===== config.mk =====
export PLATFORM = sky130hd
export DESIGN_NAME = fcs_frame_unit
export DESIGN_NICKNAME = d
export VERILOG_FILES = /design/src/rtl/fcs_pkg.sv /design/src/rtl/fcs_tx_path.sv /design/src/rtl/fcs_rx_path.sv /design/src/rtl/fcs_frame_unit.sv
export SDC_FILE = /design/constraint.sdc
export NUM_CORES = 1
export LEC_CHECK = 0
export BUFFER_PORTS_ARGS = -buffer_cell sky130_fd_sc_hd__buf_2
export CORE_MARGIN = 10
export CORE_UTILIZATION = 55
export CTS_CLUSTER_DIAMETER = 80
export DETAILED_ROUTE_END_ITERATION = 16
export PLACE_DENSITY = 0.85
export SKIP_LAST_GASP = 1
export SYNTH_ARGS = -nofsm -noshare
export SYNTH_HDL_FRONTEND = slang
export SYNTH_HIERARCHICAL = 1
export SYNTH_SLANG_ARGS = --single-unit

===== constraint.sdc =====
create_clock -name clk -period 4.1 [get_ports clk]
set_clock_uncertainty 0.05 [all_clocks]
set_input_delay 0.205 -clock clk [delete_from_list [all_inputs] [get_ports clk]]
set_output_delay 0.205 -clock clk [all_outputs]
set_load 0.005 [all_outputs]

===== src/rtl/fcs_pkg.sv =====
package fcs_pkg;

    localparam int          BYTE_W           = 8;
    localparam int          FCS_BYTES        = 4;
    localparam int          CRC_W            = BYTE_W * FCS_BYTES;
    localparam logic [CRC_W-1:0] CRC_SEED         = '1;
    localparam logic [CRC_W-1:0] CRC_POLY_LSBF    = 32'hEDB88320;
    localparam logic [CRC_W-1:0] CRC_GOOD_RESIDUE = 32'hDEBB20E3;

    typedef enum logic [1:0] {
        TX_IDLE   = 2'd0,
        TX_BODY   = 2'd1,
        TX_APPEND = 2'd2
    } tx_state_e;

    typedef enum logic {
        RX_IDLE  = 1'b0,
        RX_FRAME = 1'b1
    } rx_state_e;

    // One byte into an LSB-first CRC-32 register.
    function automatic logic [CRC_W-1:0] crc_step(input logic [CRC_W-1:0] c,
                                                  input logic [BYTE_W-1:0] d);
        logic [CRC_W-1:0] r;
        r = c;
        for (int b = 0; b < BYTE_W; b++) begin
            if (r[0] ^ d[b]) r = (r >> 1) ^ CRC_POLY_LSBF;
            else             r = r >> 1;
        end
        return r;
    endfunction

endpackage


===== src/rtl/fcs_tx_path.sv =====
module fcs_tx_path
    import fcs_pkg::*;
(
    input  logic              clk,
    input  logic              rst_n,
    input  logic              mode_crc_off,
    input  logic              in_valid,
    input  logic [BYTE_W-1:0] in_data,
    input  logic              in_sof,
    input  logic              in_eof,
    input  logic              in_ctrl,
    output logic              in_ready,
    output logic              out_valid,
    output logic [BYTE_W-1:0] out_data,
    output logic              out_sof,
    output logic              out_eof
);
    localparam int              IDX_W    = $clog2(FCS_BYTES);
    localparam logic [IDX_W-1:0] IDX_LAST = IDX_W'(FCS_BYTES - 1);

    tx_state_e         state_q, state_d;
    logic [CRC_W-1:0]  crc_q;
    logic              cls_ctrl_q;
    logic [IDX_W-1:0]  idx_q;

    logic              accept, start, take, is_ctrl, add_fcs;
    logic [CRC_W-1:0]  crc_base, crc_nxt, fcs_word;
    logic [BYTE_W-1:0] fcs_byte;

    assign in_ready = (state_q != TX_APPEND);
    assign accept   = in_valid && in_ready;
    assign start    = accept && in_sof;
    assign take     = start || (accept && (state_q == TX_BODY));
    assign is_ctrl  = start ? in_ctrl : cls_ctrl_q;
    assign add_fcs  = is_ctrl || !mode_crc_off;
    assign crc_base = start ? CRC_SEED : crc_q;
    assign crc_nxt  = crc_step(crc_base, in_data);
    assign fcs_word = ~crc_q;
    assign fcs_byte = fcs_word[BYTE_W*idx_q +: BYTE_W];

    // Next-state decode
    always_comb begin
        state_d = state_q;
        unique case (state_q)
            TX_IDLE, TX_BODY: begin
                if (take && in_eof) state_d = add_fcs ? TX_APPEND : TX_IDLE;
                else if (take)      state_d = TX_BODY;
            end
            TX_APPEND: begin
                if (idx_q == IDX_LAST) state_d = TX_IDLE;
            end
        endcase
    end

    // State register and frame context
    always_ff @(posedge clk) begin
        if (!rst_n) begin
            state_q    <= TX_IDLE;
            crc_q      <= CRC_SEED;
            cls_ctrl_q <= 1'b0;
            idx_q      <= '0;
        end else begin
            state_q <= state_d;
            if (take)  crc_q      <= crc_nxt;
            if (start) cls_ctrl_q <= in_ctrl;
            if (state_q == TX_APPEND) idx_q <= idx_q + 1'b1;
            else                      idx_q <= '0;
        end
    end

    // Registered output stage
    always_ff @(posedge clk) begin
        if (!rst_n) begin
            out_valid <= 1'b0;
            out_data  <= '0;
            out_sof   <= 1'b0;
            out_eof   <= 1'b0;
        end else begin
            unique case (state_q)
                TX_APPEND: begin
                    out_valid <= 1'b1;
                    out_data  <= fcs_byte;
                    out_sof   <= 1'b0;
                    out_eof   <= (idx_q == IDX_LAST);
                end
                TX_IDLE, TX_BODY: begin
                    out_valid <= take;
                    out_data  <= in_data;
                    out_sof   <= start;
                    out_eof   <= take && in_eof && !add_fcs;
                end
            endcase
        end
    end

    // Control frame end always followed by an FCS phase
    assert_ctrl_gets_fcs_R4: assert property (@(posedge clk) disable iff (!rst_n)
        (take && in_eof && is_ctrl) |=> !in_ready);

    // Data frame with CRC off closes on its own last byte
    assert_data_no_fcs_R3: assert property (@(posedge clk) disable iff (!rst_n)
        (take && in_eof && !is_ctrl && mode_crc_off) |=> (out_eof && in_ready));

    // Every stalled cycle produces an output byte on the next
    assert_append_stream_R5: assert property (@(posedge clk) disable iff (!rst_n)
        !in_ready |=> out_valid);

    // Stall lasts longer than one cycle
    assert_ready_held_R5: assert property (@(posedge clk) disable iff (!rst_n)
        $fell(in_ready) |=> !in_ready);

endmodule


===== src/rtl/fcs_rx_path.sv =====
module fcs_rx_path
    import fcs_pkg::*;
#(
    parameter int CNT_W = 16
) (
    input  logic              clk,
    input  logic              rst_n,
    input  logic              mode_keep_fcs,
    input  logic              mask_crc_err,
    input  logic              in_valid,
    input  logic [BYTE_W-1:0] in_data,
    input  logic              in_sof,
    input  logic              in_eof,
    output logic              mem_valid,
    output logic [BYTE_W-1:0] mem_data,
    output logic              mem_last,
    output logic              stat_valid,
    output logic              stat_crc_err,
    output logic              stat_accept,
    output logic [CNT_W-1:0]  stat_count
);
    localparam int              FILL_W    = $clog2(FCS_BYTES + 1);
    localparam logic [FILL_W-1:0] FILL_FULL = FILL_W'(FCS_BYTES);

    rx_state_e                          state_q, state_d;
    logic                               keep_q;
    logic [FILL_W-1:0]                  fill_q;
    logic [CNT_W-1:0]                   cnt_q;
    logic [CRC_W-1:0]                   crc_q;
    logic [FCS_BYTES-1:0][BYTE_W-1:0]   tail_q;

    logic              start, take, keep_now, full, emit, crc_bad;
    logic [FILL_W-1:0] fill_base;
    logic [CNT_W-1:0]  cnt_base, cnt_nxt;
    logic [CRC_W-1:0]  crc_nxt;
    logic [BYTE_W-1:0] emit_data;

    assign start     = in_valid && in_sof;
    assign take      = start || (in_valid && (state_q == RX_FRAME));
    assign keep_now  = start ? mode_keep_fcs : keep_q;
    assign fill_base = start ? '0 : fill_q;
    assign full      = (fill_base == FILL_FULL);
    assign emit      = take && (keep_now || full);
    assign emit_data = keep_now ? in_data : tail_q[FCS_BYTES-1];
    assign cnt_base  = start ? '0 : cnt_q;
    assign cnt_nxt   = cnt_base + CNT_W'(emit);
    assign crc_nxt   = crc_step(start ? CRC_SEED : crc_q, in_data);
    assign crc_bad   = (crc_nxt != CRC_GOOD_RESIDUE);

    // Next-state decode
    always_comb begin
        state_d = state_q;
        unique case (state_q)
            RX_IDLE:  if (take && !in_eof) state_d = RX_FRAME;
            RX_FRAME: if (take && in_eof)  state_d = RX_IDLE;
        endcase
    end

    // State register, tail delay line and running frame context
    always_ff @(posedge clk) begin
        if (!rst_n) begin
            state_q <= RX_IDLE;
            keep_q  <= 1'b0;
            fill_q  <= '0;
            cnt_q   <= '0;
            crc_q   <= CRC_SEED;
            tail_q  <= '0;
        end else begin
            state_q <= state_d;
            if (take) begin
                keep_q <= keep_now;
                fill_q <= full ? fill_base : fill_base + 1'b1;
                cnt_q  <= cnt_nxt;
                crc_q  <= crc_nxt;
                tail_q <= {tail_q[FCS_BYTES-2:0], in_data};
            end
        end
    end

    // Registered delivery and status
    always_ff @(posedge clk) begin
        if (!rst_n) begin
            mem_valid    <= 1'b0;
            mem_data     <= '0;
            mem_last     <= 1'b0;
            stat_valid   <= 1'b0;
            stat_crc_err <= 1'b0;
            stat_accept  <= 1'b0;
            stat_count   <= '0;
        end else begin
            mem_valid  <= emit;
            mem_data   <= emit_data;
            mem_last   <= emit && in_eof;
            stat_valid <= take && in_eof;
            if (take && in_eof) begin
                stat_crc_err <= crc_bad;
                stat_accept  <= !crc_bad || mask_crc_err;
                stat_count   <= cnt_nxt;
            end
        end
    end

    // Bad CRC without mask is rejected
    assert_reject_bad_R9: assert property (@(posedge clk) disable iff (!rst_n)
        (stat_valid && stat_crc_err && !$past(mask_crc_err)) |-> !stat_accept);

    // Good CRC is always accepted
    assert_accept_good_R9: assert property (@(posedge clk) disable iff (!rst_n)
        (stat_valid && !stat_crc_err) |-> stat_accept);

    // Last marker only on a delivered byte
    assert_last_is_data_R10: assert property (@(posedge clk) disable iff (!rst_n)
        mem_last |-> mem_valid);

    // Strip mode never delivers the first byte straight away
    assert_strip_holds_tail_R6: assert property (@(posedge clk) disable iff (!rst_n)
        (start && !mode_keep_fcs) |=> !mem_valid);

endmodule


===== src/rtl/fcs_frame_unit.sv =====
module fcs_frame_unit
    import fcs_pkg::*;
#(
    parameter int CNT_W = 16
) (
    input  logic              clk,
    input  logic              rst_n,
    input  logic              tx_crc_off,
    input  logic              rx_crc_keep,
    input  logic              rx_mask_crc_err,
    input  logic              tx_in_valid,
    input  logic [BYTE_W-1:0] tx_in_data,
    input  logic              tx_in_sof,
    input  logic              tx_in_eof,
    input  logic              tx_in_ctrl,
    output logic              tx_in_ready,
    output logic              tx_out_valid,
    output logic [BYTE_W-1:0] tx_out_data,
    output logic              tx_out_sof,
    output logic              tx_out_eof,
    input  logic              rx_in_valid,
    input  logic [BYTE_W-1:0] rx_in_data,
    input  logic              rx_in_sof,
    input  logic              rx_in_eof,
    output logic              rx_mem_valid,
    output logic [BYTE_W-1:0] rx_mem_data,
    output logic              rx_mem_last,
    output logic              rx_stat_valid,
    output logic              rx_stat_crc_err,
    output logic              rx_stat_accept,
    output logic [CNT_W-1:0]  rx_stat_count
);

    fcs_tx_path u_tx (
        .clk          (clk),
        .rst_n        (rst_n),
        .mode_crc_off (tx_crc_off),
        .in_valid     (tx_in_valid),
        .in_data      (tx_in_data),
        .in_sof       (tx_in_sof),
        .in_eof       (tx_in_eof),
        .in_ctrl      (tx_in_ctrl),
        .in_ready     (tx_in_ready),
        .out_valid    (tx_out_valid),
        .out_data     (tx_out_data),
        .out_sof      (tx_out_sof),
        .out_eof      (tx_out_eof)
    );

    fcs_rx_path #(.CNT_W(CNT_W)) u_rx (
        .clk           (clk),
        .rst_n         (rst_n),
        .mode_keep_fcs (rx_crc_keep),
        .mask_crc_err  (rx_mask_crc_err),
        .in_valid      (rx_in_valid),
        .in_data       (rx_in_data),
        .in_sof        (rx_in_sof),
        .in_eof        (rx_in_eof),
        .mem_valid     (rx_mem_valid),
        .mem_data      (rx_mem_data),
        .mem_last      (rx_mem_last),
        .stat_valid    (rx_stat_valid),
        .stat_crc_err  (rx_stat_crc_err),
        .stat_accept   (rx_stat_accept),
        .stat_count    (rx_stat_count)
    );

endmodule


Word-level counts from Yosys, hierarchy flattened:

Cells that the tools add are included.
Widths: inputs -> output; s select.

* register bits after elaboration: 162
* input port bits: 28
* output and inout bits: 41
* logic and storage cells: 130

* add/subtract/negate cells: 3
* equality and inequality tests: 8
* shift operators: 1
* mux-type cells: 36
* bitwise gates (word level): 34
* reductions and logical operators: 24

Operators with widths (count)
* $mux 32: 18
* $not 13->14: 16
* $ne 32x32->1 const B: 1
* $not 32->32: 1
* $shiftx 32x6->8: 1
* $add 16x1->16: 1
* $mux 16: 1
* $pmux 8 s2: 1
* $xor 1x1->1: 16
* $logic_and 1x1->1: 11
* $mux 2: 4
* $mux 8: 1
* $pmux 1 s2: 4
* $mux 3: 2
* $logic_or 1x1->1: 5
* $eq 2x2->1 const B: 2
* $logic_not 1->1: 4
* $mux 1: 4
* $pmux 2 s2: 1
* $reduce_and 2->1: 2
* $add 3x1->3 const B: 1
* $eq 3x3->1 const B: 1
* $ne 3x1->1 const B: 1
* $add 2x1->2 const B: 1
* other kinds (6): 6

Depth between registers and ports, before layout:

Gate-level depths: netlist of the first run.

* word-level depth: 21
* mapped depth: 18
* depth with buffers taken out: 15

Cells and area by module:

Netlist of the first run, hierarchy kept.

By module, submodules not included
* fcs_rx_path: instances 1, cells each 726, area an instance 5994.5 um^2, sequential area each 2282.2 um^2
* fcs_tx_path: instances 1, cells each 310, area an instance 3016.6 um^2, sequential area each 960.9 um^2

Worst setup path after synthesis of the first run:

Ideal clock, no wire load.

* path kind: input to register
* start: input rx_in_sof
* end: register u_rx.cnt_q[10]
* setup time: 59 ps
* data arrival time: 3179 ps
* required time: 3991 ps
* setup slack: 812 ps
* stages on the path: 18
* buffers on the path: 4
* cells stage by stage: nand2_1 > buf_2 > clkbuf_1 > clkbuf_1 > clkbuf_1 > nand2_1 > ha_1 > nand3_1 > a21oi_1 > ha_1 > ha_1 > nand4_1 > nor2_1 > nand3_1 > xor2_1 > or2_2 > o21ai_0 > and2_1

* longest elaborated chain between the ends: 6
* elaborated cells on any way between the ends: 9
* those cells by class: 1 x add/sub; 1 x eq/ne; 3 x mux; 4 x reduce/logical

Ends and longest elaborated chain
* from (decl): RTL line fcs_frame_unit.sv:23 `input logic rx_in_sof,`
* $logic_and 1x1->1 (*): RTL line fcs_rx_path.sv:38 `assign start = in_valid && in_sof;`
* $mux 3: RTL line fcs_rx_path.sv:41 `assign fill_base = start ? '0 : fill_q;`
* $eq 3x3->1: RTL line fcs_rx_path.sv:42 `assign full = (fill_base == FILL_FULL);`
* $logic_or 1x1->1: RTL line fcs_rx_path.sv:43 `assign emit = take && (keep_now || full);`
* $logic_and 1x1->1 (*): RTL line fcs_rx_path.sv:43
* named net u_rx.emit: RTL line fcs_rx_path.sv:32 `logic start, take, keep_now, full, emit, crc_bad;`
* $add 16x1->16 (*): RTL line fcs_rx_path.sv:46 `assign cnt_nxt = cnt_base + CNT_W'(emit);`
* to (signal assigned): RTL line fcs_rx_path.sv:73 `cnt_q <= cnt_nxt;`
* to (decl): RTL line fcs_rx_path.sv:28 `logic [CNT_W-1:0] cnt_q;`

Mark *: on every way through the listed nets, which the timed path passes. The rest lies on a longest branch.
A chain may end at the register's enable or synchronous reset.

Worst setup path in the final report of the first run:

* start: register u_rx.crc_q[0]
* end: register u_rx.stat_crc_err

* longest elaborated chain between the ends: 16
* elaborated cells on any way between the ends: 19
* those cells by class: 1 x eq/ne; 9 x mux; 9 x bitwise

Ends and longest elaborated chain
* from (decl): RTL line fcs_rx_path.sv:29 `logic [CRC_W-1:0] crc_q;`
* from (signal assigned): RTL line fcs_rx_path.sv:74 `crc_q <= crc_nxt;`
* $mux 32 (*): RTL line fcs_rx_path.sv:47 `assign crc_nxt = crc_step(start ? CRC_SEED : crc_q, in_data);`
* $xor 1x1->1 (*): RTL line fcs_pkg.sv:27 `if (r[0] ^ d[b]) r = (r >> 1) ^ CRC_POLY_LSBF;`
* $mux 32 (*) (2 in a row): RTL line fcs_pkg.sv:27
* $not 13->14 (no source line) / $mux 32 (equally long branches)
* $mux 32 (*): RTL line fcs_pkg.sv:27
* $not 13->14 (no source line) / $mux 32 (equally long branches)
* $mux 32 (*) (2 in a row): RTL line fcs_pkg.sv:27
* $not 13->14 (no source line) / $mux 32 (equally long branches)
* $mux 32 (*): RTL line fcs_pkg.sv:27
* $not 13->14 (no source line) / $mux 32 (equally long branches)
* $mux 32 (*): RTL line fcs_pkg.sv:27
* $not 13->14 (no source line)
* $mux 32 (*): RTL line fcs_pkg.sv:27
* $ne 32x32->1 (*): RTL line fcs_rx_path.sv:48 `assign crc_bad = (crc_nxt != CRC_GOOD_RESIDUE);`
* to (signal assigned): RTL line fcs_rx_path.sv:96 `stat_crc_err <= crc_bad;`
* to (decl): RTL line fcs_rx_path.sv:18 `output logic stat_crc_err,`

Mark *: on every way between the ends. The rest lies on a longest branch, timed or not.

==> results.sh, run 1 <==
export IMPL_crit_reg2reg_launch="u_rx/crc_q[0]$_SDFFE_PN1N_"
export IMPL_finalWirelength_um=21600
export IMPL_criticalPathCategory="reg2reg"
export IMPL_syn_cell_area_um2=9010
export IMPL_drive_above_1_share_pct=15.3
export IMPL_setup_repair_after_global_routing_missed_its_margin="no"
export IMPL_drv_cap=0
export IMPL_number_of_antenna_violations_at_the_first_check_in_global_routing=0
export IMPL_fin_worst_hold_slack_ns=0.0133
export IMPL_count_of_cells_along_the_worst_hold_path=2
export IMPL_core_region_area_um2=16000
export IMPL_slew_headroom_pct=29.1
export IMPL_actual_transition_at_the_worst_max_transition_pin_ns=1.06
export IMPL_max_vdd_ir_drop_mv=0.384
export IMPL_first_iter_violations=732
export IMPL_seq_area_frac_synth_pct=36.0
export IMPL_worst_hold_startpoint="tx_in_data[1]"
export IMPL_number_of_synthesized_flops_with_an_enable_pin=0
export IMPL_global_route_wire_length_before_repair_um=35600
export IMPL_layout_area_overhead_vs_synth_pct=11.0
export IMPL_synth_fp_nets=1070
export IMPL_viasPerCell=5.60
export IMPL_finalWorstSetupSlack_ns=0.667
export IMPL_synth_area_top_cells="sky130_fd_sc_hd__dfxtp_1 36%, sky130_fd_sc_hd__xnor2_1 12%, sky130_fd_sc_hd__nand2_1 7.9%, sky130_fd_sc_hd__o211ai_1 4.2%, sky130_fd_sc_hd__nor2_1 4.1%"
export IMPL_largest_incremental_delay_on_the_critical_path_ns=0.52
export IMPL_die_height_um=148
export IMPL_setup_reg_to_reg_worst_slack_ns=0.67
export IMPL_post_synth_top_area_cell="sky130_fd_sc_hd__dfxtp_1"
export IMPL_hold_path_class="in2reg"
export IMPL_yosys_warnings=6
export IMPL_routabilityCongestion=0.922
export IMPL_p_per_area_nw_per_um2=494
export IMPL_synthMostInstantiatedCell="sky130_fd_sc_hd__nand2_1"
export IMPL_start_util_pct=56.3
export IMPL_synth_flop_cell="sky130_fd_sc_hd__dfxtp_1"
export IMPL_timing_critical_path_from_type="flip-flop"
export IMPL_hold_path_endpoint="u_tx/out_data[1]$_SDFF_PN0_"
export IMPL_post_place_ws_ns=0.638
export IMPL_syn_avg_cell_area_um2=8.70
export IMPL_grt_use_total_pct=19.8
export IMPL_synthCells=1036
export IMPL_critical_path_n_buffers_inverters=1
export IMPL_ys_seq_elements=162
export IMPL_grt_pass1_vias=7073
export IMPL_timing_final_max_slew_violations=0
export IMPL_synth_commonest_cells="190 x sky130_fd_sc_hd__nand2_1, 162 x sky130_fd_sc_hd__dfxtp_1, 120 x sky130_fd_sc_hd__xnor2_1, 98 x sky130_fd_sc_hd__nor2_1, 68 x sky130_fd_sc_hd__a21oi_1"
export IMPL_synth_async_sr_flop_share_pct=0
export IMPL_final_critical_path_required_period_ns=3.43
export IMPL_row_count=46
export IMPL_crit_required_ns=4.34
export IMPL_route_detailed_wl_per_inst_um=16.8
export IMPL_tritoncts_num_sinks=162
export IMPL_worst_setup_hold_path_clk_slew_ns=0.07
export IMPL_cell_chain_critical_path="xnor2_1, nor2_1, xnor3_2, inv_4, ha_1, nand2_1, or4_1, nor4_1, o2111ai_1, a2111oi_2, a211oi_1"
export IMPL_fmax_achieved_ghz=0.291
export IMPL_final_min_period_over_clock_period_pct=83.7
export IMPL_setup_violations=0
export IMPL_via_count=7184
export IMPL_finalHoldViolCount=0
export IMPL_detail_route_drc_violations=0
export IMPL_drtPass1Iterations=5
export IMPL_htree_num_levels=4
export IMPL_clock_tree_root_cell="sky130_fd_sc_hd__clkbuf_16"
export IMPL_reg2reg_to="u_rx/stat_crc_err$_SDFFE_PN0P_"
export IMPL_io_buffer_count=68
export IMPL_tns_ns=0
export IMPL_timing_critical_path_to_type="flip-flop"
export IMPL_antenna_cells_inserted=0
export IMPL_die_w_um=148
export IMPL_worst_path_max_delay_cell="sky130_fd_sc_hd__dfxtp_1"
export IMPL_design_portCount=69
export IMPL_cts_inserted_buffers=17
export IMPL_cp_max_fo=8
export IMPL_synth_lib_cells_used_distinct=61
export IMPL_cp_arrival_ns=3.67
export IMPL_floorplan_die_area_um2=21900
export IMPL_cp_top_family="simple AND/OR/NAND/NOR gates"
export IMPL_status="finished clean"
export IMPL_worst_skew_pair_late_latency_ns=0.43
export IMPL_tritoncts="built"
export IMPL_hpwl_um=14500
export IMPL_drt_antenna_violating_nets=0
export IMPL_synth_top_area_share_pct=36.0
export IMPL_clk_path_buf_depth=2
export IMPL_finalNetCount=1087
export IMPL_power_leakage_nw=4.03
export IMPL_total_congestion_overflow_after_global_routing=0
export IMPL_reg2reg_depth=11
export IMPL_maximum_number_of_pins_on_one_net_before_global_route_repair=86
worst register-to-register path, cell delays in order (launching register included):
cell	delay, ns
sky130_fd_sc_hd__dfxtp_1	0.52
sky130_fd_sc_hd__xnor2_1	0.14
sky130_fd_sc_hd__nor2_1	0.17
sky130_fd_sc_hd__xnor3_2	0.34
sky130_fd_sc_hd__inv_4	0.16
sky130_fd_sc_hd__ha_1	0.16
sky130_fd_sc_hd__nand2_1	0.04
sky130_fd_sc_hd__or4_1	0.51
sky130_fd_sc_hd__nor4_1	0.35
sky130_fd_sc_hd__o2111ai_1	0.21
sky130_fd_sc_hd__a2111oi_2	0.50
sky130_fd_sc_hd__a211oi_1	0.13
repair_timing:
action	4_1_cts	5_1_grt
gates resized for setup	0	0
hold endpoints to repair	3	0
setup buffers	0	0
hold buffers	3	0
through the flow:
step	area, µm²	util, %	std cells	power [mW]
floorplan	9010	-	1036	3.02
global placement	9370	58.5	1247	3.28
detailed placement	9370	58.5	1247	3.31
CTS	10000	62.5	1282	4.95
global route	10000	62.5	1282	5.16
finish	10000	62.5	1282	4.94
state kept, by name (all words and copies together) (netlist names), 2 cells and up, named ones only:
signal,cells
u_tx/idx_q,2
u_rx/mem_data,8
u_rx/cnt_q,16
u_rx/fill_q,3
u_rx/stat_count,16
u_rx/crc_q,32
u_rx/tail_q,32
u_tx/out_data,8
u_tx/state_q,2
u_tx/crc_q,32
metal layers:
layer  part of all wire, %  track usage, %
met1                    44            24.3
met4                   1.3            6.74
met5                     0               0
met3                   6.0            5.43
met2                    49            32.9
how the worst max path moves through the flow:
stage	startpoint	to	slack, ns	depth (start not counted)
2_1_floorplan	rx_in_sof	u_rx/cnt_q[10]$_SDFFE_PN0N_	0.81	18
3_3_place_gp	rx_in_sof	u_rx/stat_crc_err$_SDFFE_PN0P_	0.79	12
3_5_place_dp	rx_in_sof	u_rx/stat_crc_err$_SDFFE_PN0P_	0.64	12
4_1_cts	u_rx/crc_q[0]$_SDFFE_PN1N_	u_rx/stat_crc_err$_SDFFE_PN0P_	0.71	11
5_1_grt	u_rx/crc_q[0]$_SDFFE_PN1N_	u_rx/stat_crc_err$_SDFFE_PN0P_	0.53	11
6_report	u_rx/crc_q[0]$_SDFFE_PN1N_	u_rx/stat_crc_err$_SDFFE_PN0P_	0.67	11
layout by cell type, fill, tap and decap left out, types with 7 or more instances in the layout:
cell	Yosys	layout
sky130_fd_sc_hd__and2_1	16	16
sky130_fd_sc_hd__xnor2_4	8	8
sky130_fd_sc_hd__clkbuf_16	0	17
sky130_fd_sc_hd__o211ai_1	50	50
sky130_fd_sc_hd__mux4_2	8	8
sky130_fd_sc_hd__o21a_1	7	7
sky130_fd_sc_hd__buf_4	5	11
sky130_fd_sc_hd__xnor2_1	120	120
sky130_fd_sc_hd__nand3_1	19	19
sky130_fd_sc_hd__dfxtp_1	162	162
sky130_fd_sc_hd__mux2i_1	13	13
sky130_fd_sc_hd__nor3_1	8	8
sky130_fd_sc_hd__xnor3_1	10	10
sky130_fd_sc_hd__o21ai_0	20	20
sky130_fd_sc_hd__o211a_1	9	9
sky130_fd_sc_hd__nand2_1	190	190
sky130_fd_sc_hd__xor2_1	38	38
sky130_fd_sc_hd__a211oi_1	9	9
sky130_fd_sc_hd__a21oi_1	68	68
sky130_fd_sc_hd__xnor2_2	11	11
sky130_fd_sc_hd__nor2_1	98	98
sky130_fd_sc_hd__buf_2	12	68
cells by family after synthesis:
logic type | Yosys count | synth area share, %
buffers and inverters | 93 | 4.44
XOR/XNOR | 192 | 23.4
adder cells (fa/ha/maj) | 7 | 0.944
flip-flops | 162 | 36.0
AO/OA/AOI/OAI | 189 | 13.8
multiplexers | 21 | 3.44
AND/OR/NAND/NOR | 372 | 18.0
power by group:
group / leakage, nW / total, mW / internal (mW) / switching (mW)
sequential: 1.33 / 1.79 / 1.68 / 0.107
combinational: 2.42 / 1.52 / 0.715 / 0.805
clock: 0.289 / 1.63 / 0.940 / 0.691
layout make-up:
cell class,instances,area (µm²)
repair buffers,83,473
clock inverters,13,148
inverters,8,32.5
multi-input cells,781,5380
flip-flops and latches,162,3240
well taps,216,270
fillers,1335,6000
clock buffers,19,453
Power figures use the tool's default switching activity.
==> run 2: changes to the inputs <==
- PLACE_DENSITY: 0.85 -> 0.88
- clock period: 4.1 -> 2.9 ns (I/O delays scaled with it)
==> run 2 against run 1 <==
Routed wire length increased by 3.0%. Power increased by 47%. Global-route usage up 0.32 points. Critical endpoint unchanged. Highest routed layer unchanged. Non-clock buffer count grew 46. Critical path depth is the same. Largest power group unchanged. Die area is the same.
==> results.sh, run 2 (synthesis results as in run 1) <==
export IMPL_status="finished clean"
export IMPL_finalNetCount=1133
export IMPL_postPlaceCellArea_um2=9710
export IMPL_crit_required_ns=3.13
export IMPL_placed_instance_count=1285
export IMPL_antenna_cells_inserted=0
export IMPL_cp_max_fo=3
export IMPL_timing_final_max_slew_violations=0
export IMPL_worst_path_max_delay_cell="sky130_fd_sc_hd__or4_1"
export IMPL_io_buffer_count=68
export IMPL_grt_pass1_vias=7363
export IMPL_clk_path_buf_depth=2
export IMPL_tns_ns=0
export IMPL_viasPerCell=5.64
export IMPL_layout_area_overhead_vs_synth_pct=16.3
export IMPL_p_per_area_nw_per_um2=695
export IMPL_tritoncts="built"
export IMPL_drive_above_1_share_pct=19.2
export IMPL_power_leakage_nw=4.27
export IMPL_finalInstanceArea_um2=10500
export IMPL_design_portCount=69
export IMPL_hpwl_um=14700
export IMPL_cp_arrival_ns=3.04
export IMPL_final_critical_path_required_period_ns=2.81
export IMPL_timing_critical_path_from_type="flip-flop"
export IMPL_layout_commonest_cell="sky130_fd_sc_hd__nand2_1"
export IMPL_die_w_um=148
export IMPL_largest_incremental_delay_on_the_critical_path_ns=0.54
export IMPL_first_iter_violations=700
export IMPL_worst_setup_hold_path_clk_slew_ns=0.07
export IMPL_via_count=7495
export IMPL_actual_transition_at_the_worst_max_transition_pin_ns=1.11
export IMPL_tritoncts_num_sinks=162
export IMPL_biggestRegsByFlops="u_rx/crc_q (32), u_rx/tail_q (32), u_tx/crc_q (32)"
export IMPL_htree_num_levels=4
export IMPL_fin_worst_hold_slack_ns=0.0195
export IMPL_row_count=46
export IMPL_post_place_ws_ns=-0.149
export IMPL_report_power_total_mw=7.28
export IMPL_clock_tree_root_cell="sky130_fd_sc_hd__clkbuf_16"
export IMPL_maximum_number_of_pins_on_one_net_before_global_route_repair=116
export IMPL_number_of_antenna_violations_at_the_first_check_in_global_routing=0
export IMPL_drv_cap=0
export IMPL_fmax_achieved_ghz=0.356
export IMPL_worst_skew_pair_late_latency_ns=0.43
export IMPL_criticalPathCategory="reg2reg"
export IMPL_slew_headroom_pct=26.3
export IMPL_core_region_area_um2=16000
export IMPL_routabilityCongestion=0.959
export IMPL_layout_common_cells="188 x sky130_fd_sc_hd__nand2_1, 162 x sky130_fd_sc_hd__dfxtp_1, 119 x sky130_fd_sc_hd__xnor2_1"
export IMPL_cts_inserted_buffers=17
export IMPL_grt_use_total_pct=20.2
export IMPL_max_vdd_ir_drop_mv=0.595
export IMPL_post_layout_nonfiller_instances=1328
export IMPL_global_route_wire_length_before_repair_um=36300
export IMPL_cell_chain_critical_path="xnor2_1, nor2_1, xnor3_2, inv_4, ha_1, nand2_1, or4_1, nor4_2, o2111ai_1, a2111oi_4, a211oi_1"
export IMPL_floorplan_die_area_um2=21900
export IMPL_drtPass1Iterations=5
export IMPL_setup_violations=0
export IMPL_hold_path_class="in2reg"
export IMPL_finalWorstSetupSlack_ns=0.0915
export IMPL_total_congestion_overflow_after_global_routing=0
export IMPL_route_detailed_wl_per_inst_um=16.7
export IMPL_final_min_period_over_clock_period_pct=96.8
export IMPL_fillCellCount=1219
export IMPL_detail_route_drc_violations=0
export IMPL_start_util_pct=56.3
export IMPL_drt_antenna_violating_nets=0
export IMPL_finalHoldViolCount=0
export IMPL_die_height_um=148
export IMPL_post_route_util_pct=65.5
export IMPL_setup_repair_after_global_routing_missed_its_margin="yes"
export IMPL_finalWirelength_um=22200
export IMPL_timing_critical_path_to_type="flip-flop"
==> run 2: cell count changes in the layout (fill, tap and decap cells not counted), moves of 2 or more <==
cell | before | now
sky130_fd_sc_hd__buf_4 | 11 | 50
sky130_fd_sc_hd__bufinv_16 | 2 | 4
sky130_fd_sc_hd__clkbuf_8 | 2 | 0
sky130_fd_sc_hd__dlygate4sd3_1 | 3 | 10
sky130_fd_sc_hd__ha_1 | 6 | 4
sky130_fd_sc_hd__nand2_1 | 190 | 188
sky130_fd_sc_hd__nand3_1 | 19 | 17
sky130_fd_sc_hd__nand3_2 | 0 | 2
==> run 2: routing by layer <==
layer	global-route usage (%)	vias to the layer above	part of all wire (%)
li1	-	3584	-
met1	24.0	3605	42
met2	34.6	261	49
met3	5.07	45	6.5
met4	6.89	0	2.1
met5	0	-	0
==> run 2: layout make-up <==
type                       instances  area, µm²  share of cell area [%]
multi-input combinational        781       5470                    52.2
tap                              216        270                    2.58
inverter                           8       32.5                   0.310
timing repair buffer             129        836                    7.98
clock buffer                      18        429                    4.10
clock inverter                    14        203                    1.93
sequential                       162       3240                    30.9
==> run 2: power breakdown <==
part / total (mW) / internal [mW] / switching (mW) / leakage (nW)
Sequential: 2.51 / 2.38 / 0.129 / 1.33
Combinational: 2.34 / 1.12 / 1.22 / 2.65
Clock: 2.42 / 1.46 / 0.969 / 0.299
==> run 2: path summary, 6_finish.rpt <==
path / from / end / slack (ns) / cells after the start
worst min-delay path: tx_in_eof / u_tx/state_q[0]$_SDFFE_PN0P_ / 0.02 / 3
worst max-delay path: u_rx/crc_q[6]$_SDFFE_PN1N_ / u_rx/stat_crc_err$_SDFFE_PN0P_ / 0.09 / 11
worst max register to register: u_rx/crc_q[6]$_SDFFE_PN1N_ / u_rx/stat_crc_err$_SDFFE_PN0P_ / 0.09 / 11
worst min register to register: u_rx/stat_count[11]$_SDFFE_PN0P_ / u_rx/stat_count[11]$_SDFFE_PN0P_ / 0.40 / 2
==> run 2: what timing repair did <==
item | in CTS | in global routing
setup buffers | 1 | 0
hold buffers | 10 | 0
setup endpoints to repair | 2 | 3
resized for setup | 2 | 3
hold endpoints to repair | 10 | 0
pin swaps | 3 | 3
==> run 2: worst max-delay path: cells and delay by family, from the launching register on <==
kind                       cells  cell delay (ns)
xor gates and xnor gates       2             0.45
buffers and inverters          1             0.07
and+or+nand+nor                4             1.00
DFF                            1             0.34
adders and majority gates      1             0.14
AOI/OAI and AO/OA              3             0.60
==> run 3: changes to the inputs <==
- SETUP_SLACK_MARGIN: unset -> 0.2
==> run 3 against run 2 <==
Sequential power about the same. Fmax decreased by 2.1%. Clock power decreased by 5%. Final cell count increased by 1.4%.
==> results.sh, run 3 (synthesis results as in run 1) <==
export IMPL_setup_violations=0
export IMPL_die_height_um=148
export IMPL_worst_path_max_delay_cell="sky130_fd_sc_hd__a2111oi_4"
export IMPL_crit_required_ns=3.13
export IMPL_route_detailed_wl_per_inst_um=17.6
export IMPL_total_congestion_overflow_after_global_routing=0
export IMPL_timing_critical_path_to_type="flip-flop"
export IMPL_power_leakage_nw=4.37
export IMPL_cts_inserted_buffers=17
export IMPL_max_vdd_ir_drop_mv=0.543
export IMPL_drtPass1Iterations=5
export IMPL_floorplan_die_area_um2=21900
export IMPL_status="finished clean"
export IMPL_detail_route_drc_violations=0
export IMPL_cp_max_fo=2
export IMPL_fillCellCount=1157
export IMPL_layout_area_overhead_vs_synth_pct=19.1
export IMPL_layout_commonest_cell="sky130_fd_sc_hd__nand2_1"
export IMPL_fin_worst_hold_slack_ns=0.0159
export IMPL_antenna_cells_inserted=0
export IMPL_largest_incremental_delay_on_the_critical_path_ns=0.46
export IMPL_cell_chain_critical_path="buf_4, xnor2_1, o21a_1, a211oi_1, o21ai_0, a2111oi_2, buf_4, nand4b_1, a2111oi_4, a211oi_2"
export IMPL_worst_hold_startpoint="tx_in_data[2]"
export IMPL_drv_cap=0
export IMPL_via_count=7692
export IMPL_fmax_achieved_ghz=0.349
export IMPL_number_of_antenna_violations_at_the_first_check_in_global_routing=0
export IMPL_design_portCount=69
export IMPL_actual_transition_at_the_worst_max_transition_pin_ns=0.877
export IMPL_viasPerCell=5.71
export IMPL_layout_common_cells="187 x sky130_fd_sc_hd__nand2_1, 159 x sky130_fd_sc_hd__dfxtp_1, 117 x sky130_fd_sc_hd__xnor2_1"
export IMPL_finalHoldViolCount=0
export IMPL_grt_pass1_vias=7564
export IMPL_row_count=46
export IMPL_maximum_number_of_pins_on_one_net_before_global_route_repair=84
export IMPL_final_critical_path_required_period_ns=2.87
export IMPL_criticalPathCategory="reg2reg"
export IMPL_clk_path_buf_depth=2
export IMPL_path_common_cell="sky130_fd_sc_hd__buf_4"
export IMPL_biggestRegsByFlops="u_rx/crc_q (32), u_rx/tail_q (32), u_tx/crc_q (32)"
export IMPL_tritoncts_num_sinks=162
export IMPL_first_iter_violations=820
export IMPL_htree_num_levels=4
export IMPL_crit_reg2reg_launch="u_rx/crc_q[6]$_SDFFE_PN1N_"
export IMPL_worst_skew_pair_late_latency_ns=0.43
export IMPL_io_buffer_count=68
export IMPL_post_layout_nonfiller_instances=1346
export IMPL_cp_arrival_ns=3.10
export IMPL_p_per_area_nw_per_um2=677
export IMPL_finalNetCount=1151
export IMPL_worst_setup_hold_path_clk_slew_ns=0.07
export IMPL_timing_critical_path_from_type="flip-flop"
export IMPL_die_w_um=148
export IMPL_setup_repair_after_global_routing_missed_its_margin="yes"
export IMPL_sequential_cell_area_um2=3250
export IMPL_start_util_pct=56.3
export IMPL_hpwl_um=15200
export IMPL_final_min_period_over_clock_period_pct=98.9
export IMPL_core_region_area_um2=16000
export IMPL_drt_antenna_violating_nets=0
export IMPL_placed_instance_count=1293
export IMPL_critPathLaunch="u_rx/crc_q[6]$_SDFFE_PN1N_"
export IMPL_slew_headroom_pct=41.6
export IMPL_clock_tree_root_cell="sky130_fd_sc_hd__clkbuf_16"
export IMPL_timing_final_max_slew_violations=0
export IMPL_global_route_wire_length_before_repair_um=37700
export IMPL_drive_above_1_share_pct=22.6
export IMPL_finalWirelength_um=23600
export IMPL_area_used_by_multi_input_combinational_logic_um2=5590
export IMPL_hold_path_class="in2reg"
export IMPL_tritoncts="built"
export IMPL_grt_use_total_pct=20.9
export IMPL_routabilityCongestion=0.932
[run 3: cell count changes in the layout (fill, tap and decap cells not counted), sizes merged]
cell	change
inv	-2
dlygate4sd3	-2
clkbuf	+1
clkinvlp	+3
buf	+20
bufinv	-2
[run 3: repair_timing]
action                     CTS  global route
gates resized for setup     15            20
hold endpoints to repair     8             0
setup buffers                5             8
pin swaps                    8            18
setup endpoints to repair    2            14
hold buffers                 8             0
[run 3: stage by stage]
stage	setup slack [ns]	cell area [µm²]	total power [mW]	setup TNS (ns)	utilization [%]
2_1_floorplan	0.0254	9140	4.29	0	-
3_3_place_gp	0.0451	9810	4.76	0	61.3
3_5_place_dp	-0.0928	9810	4.83	-0.118	61.3
4_1_cts	0.202	10600	7.21	0	66.3
5_1_grt	0.00910	10700	7.55	0	67.1
6_report	0.0323	10700	7.27	0	67.1
[run 3: final timing paths]
check	endpoint	slack, ns	cells after the start
setup reg to reg	u_rx/stat_crc_err$_SDFFE_PN0P_	0.03	10
hold reg to reg	u_rx/tail_q[31]$_SDFFE_PN0N_	0.40	2
setup / recovery	u_rx/stat_crc_err$_SDFFE_PN0P_	0.03	10
hold / removal	u_tx/out_data[2]$_SDFF_PN0_	0.02	2
[run 3: routing by layer]
layer	vias up	global-route usage (%)	share of wire, %
met1	3634	24.3	40
li1	3628	-	-
met2	353	35.7	49
met3	77	5.04	7.5
met5	-	0	0
met4	0	9.07	3.2
[run 3: cell type report]
class	count	area share (%)
Sequential cell	162	30.3
Multi-Input combinational cell	781	52.1
Clock inverter	13	1.41
Timing Repair Buffer	147	9.15
Tap cell	216	2.52
Inverter	8	0.326
Clock buffer	19	4.22
[run 3: critical path, delay by kind of cell (launching register included)]
kind / cells / cell delay (ns)
AND/OR/NAND/NOR: 1 / 0.21
buffers and inverters: 2 / 0.30
XOR/XNOR: 1 / 0.14
flip-flops: 1 / 0.35
AO/OA/AOI/OAI: 6 / 1.67
[run 3: report_power, final]
| group | switching, mW | total, mW | internal, mW |
|---|---|---|---|
| Clock | 0.972 | 2.30 | 1.33 |
| Combinational | 1.28 | 2.46 | 1.18 |
| Sequential | 0.132 | 2.51 | 2.38 |
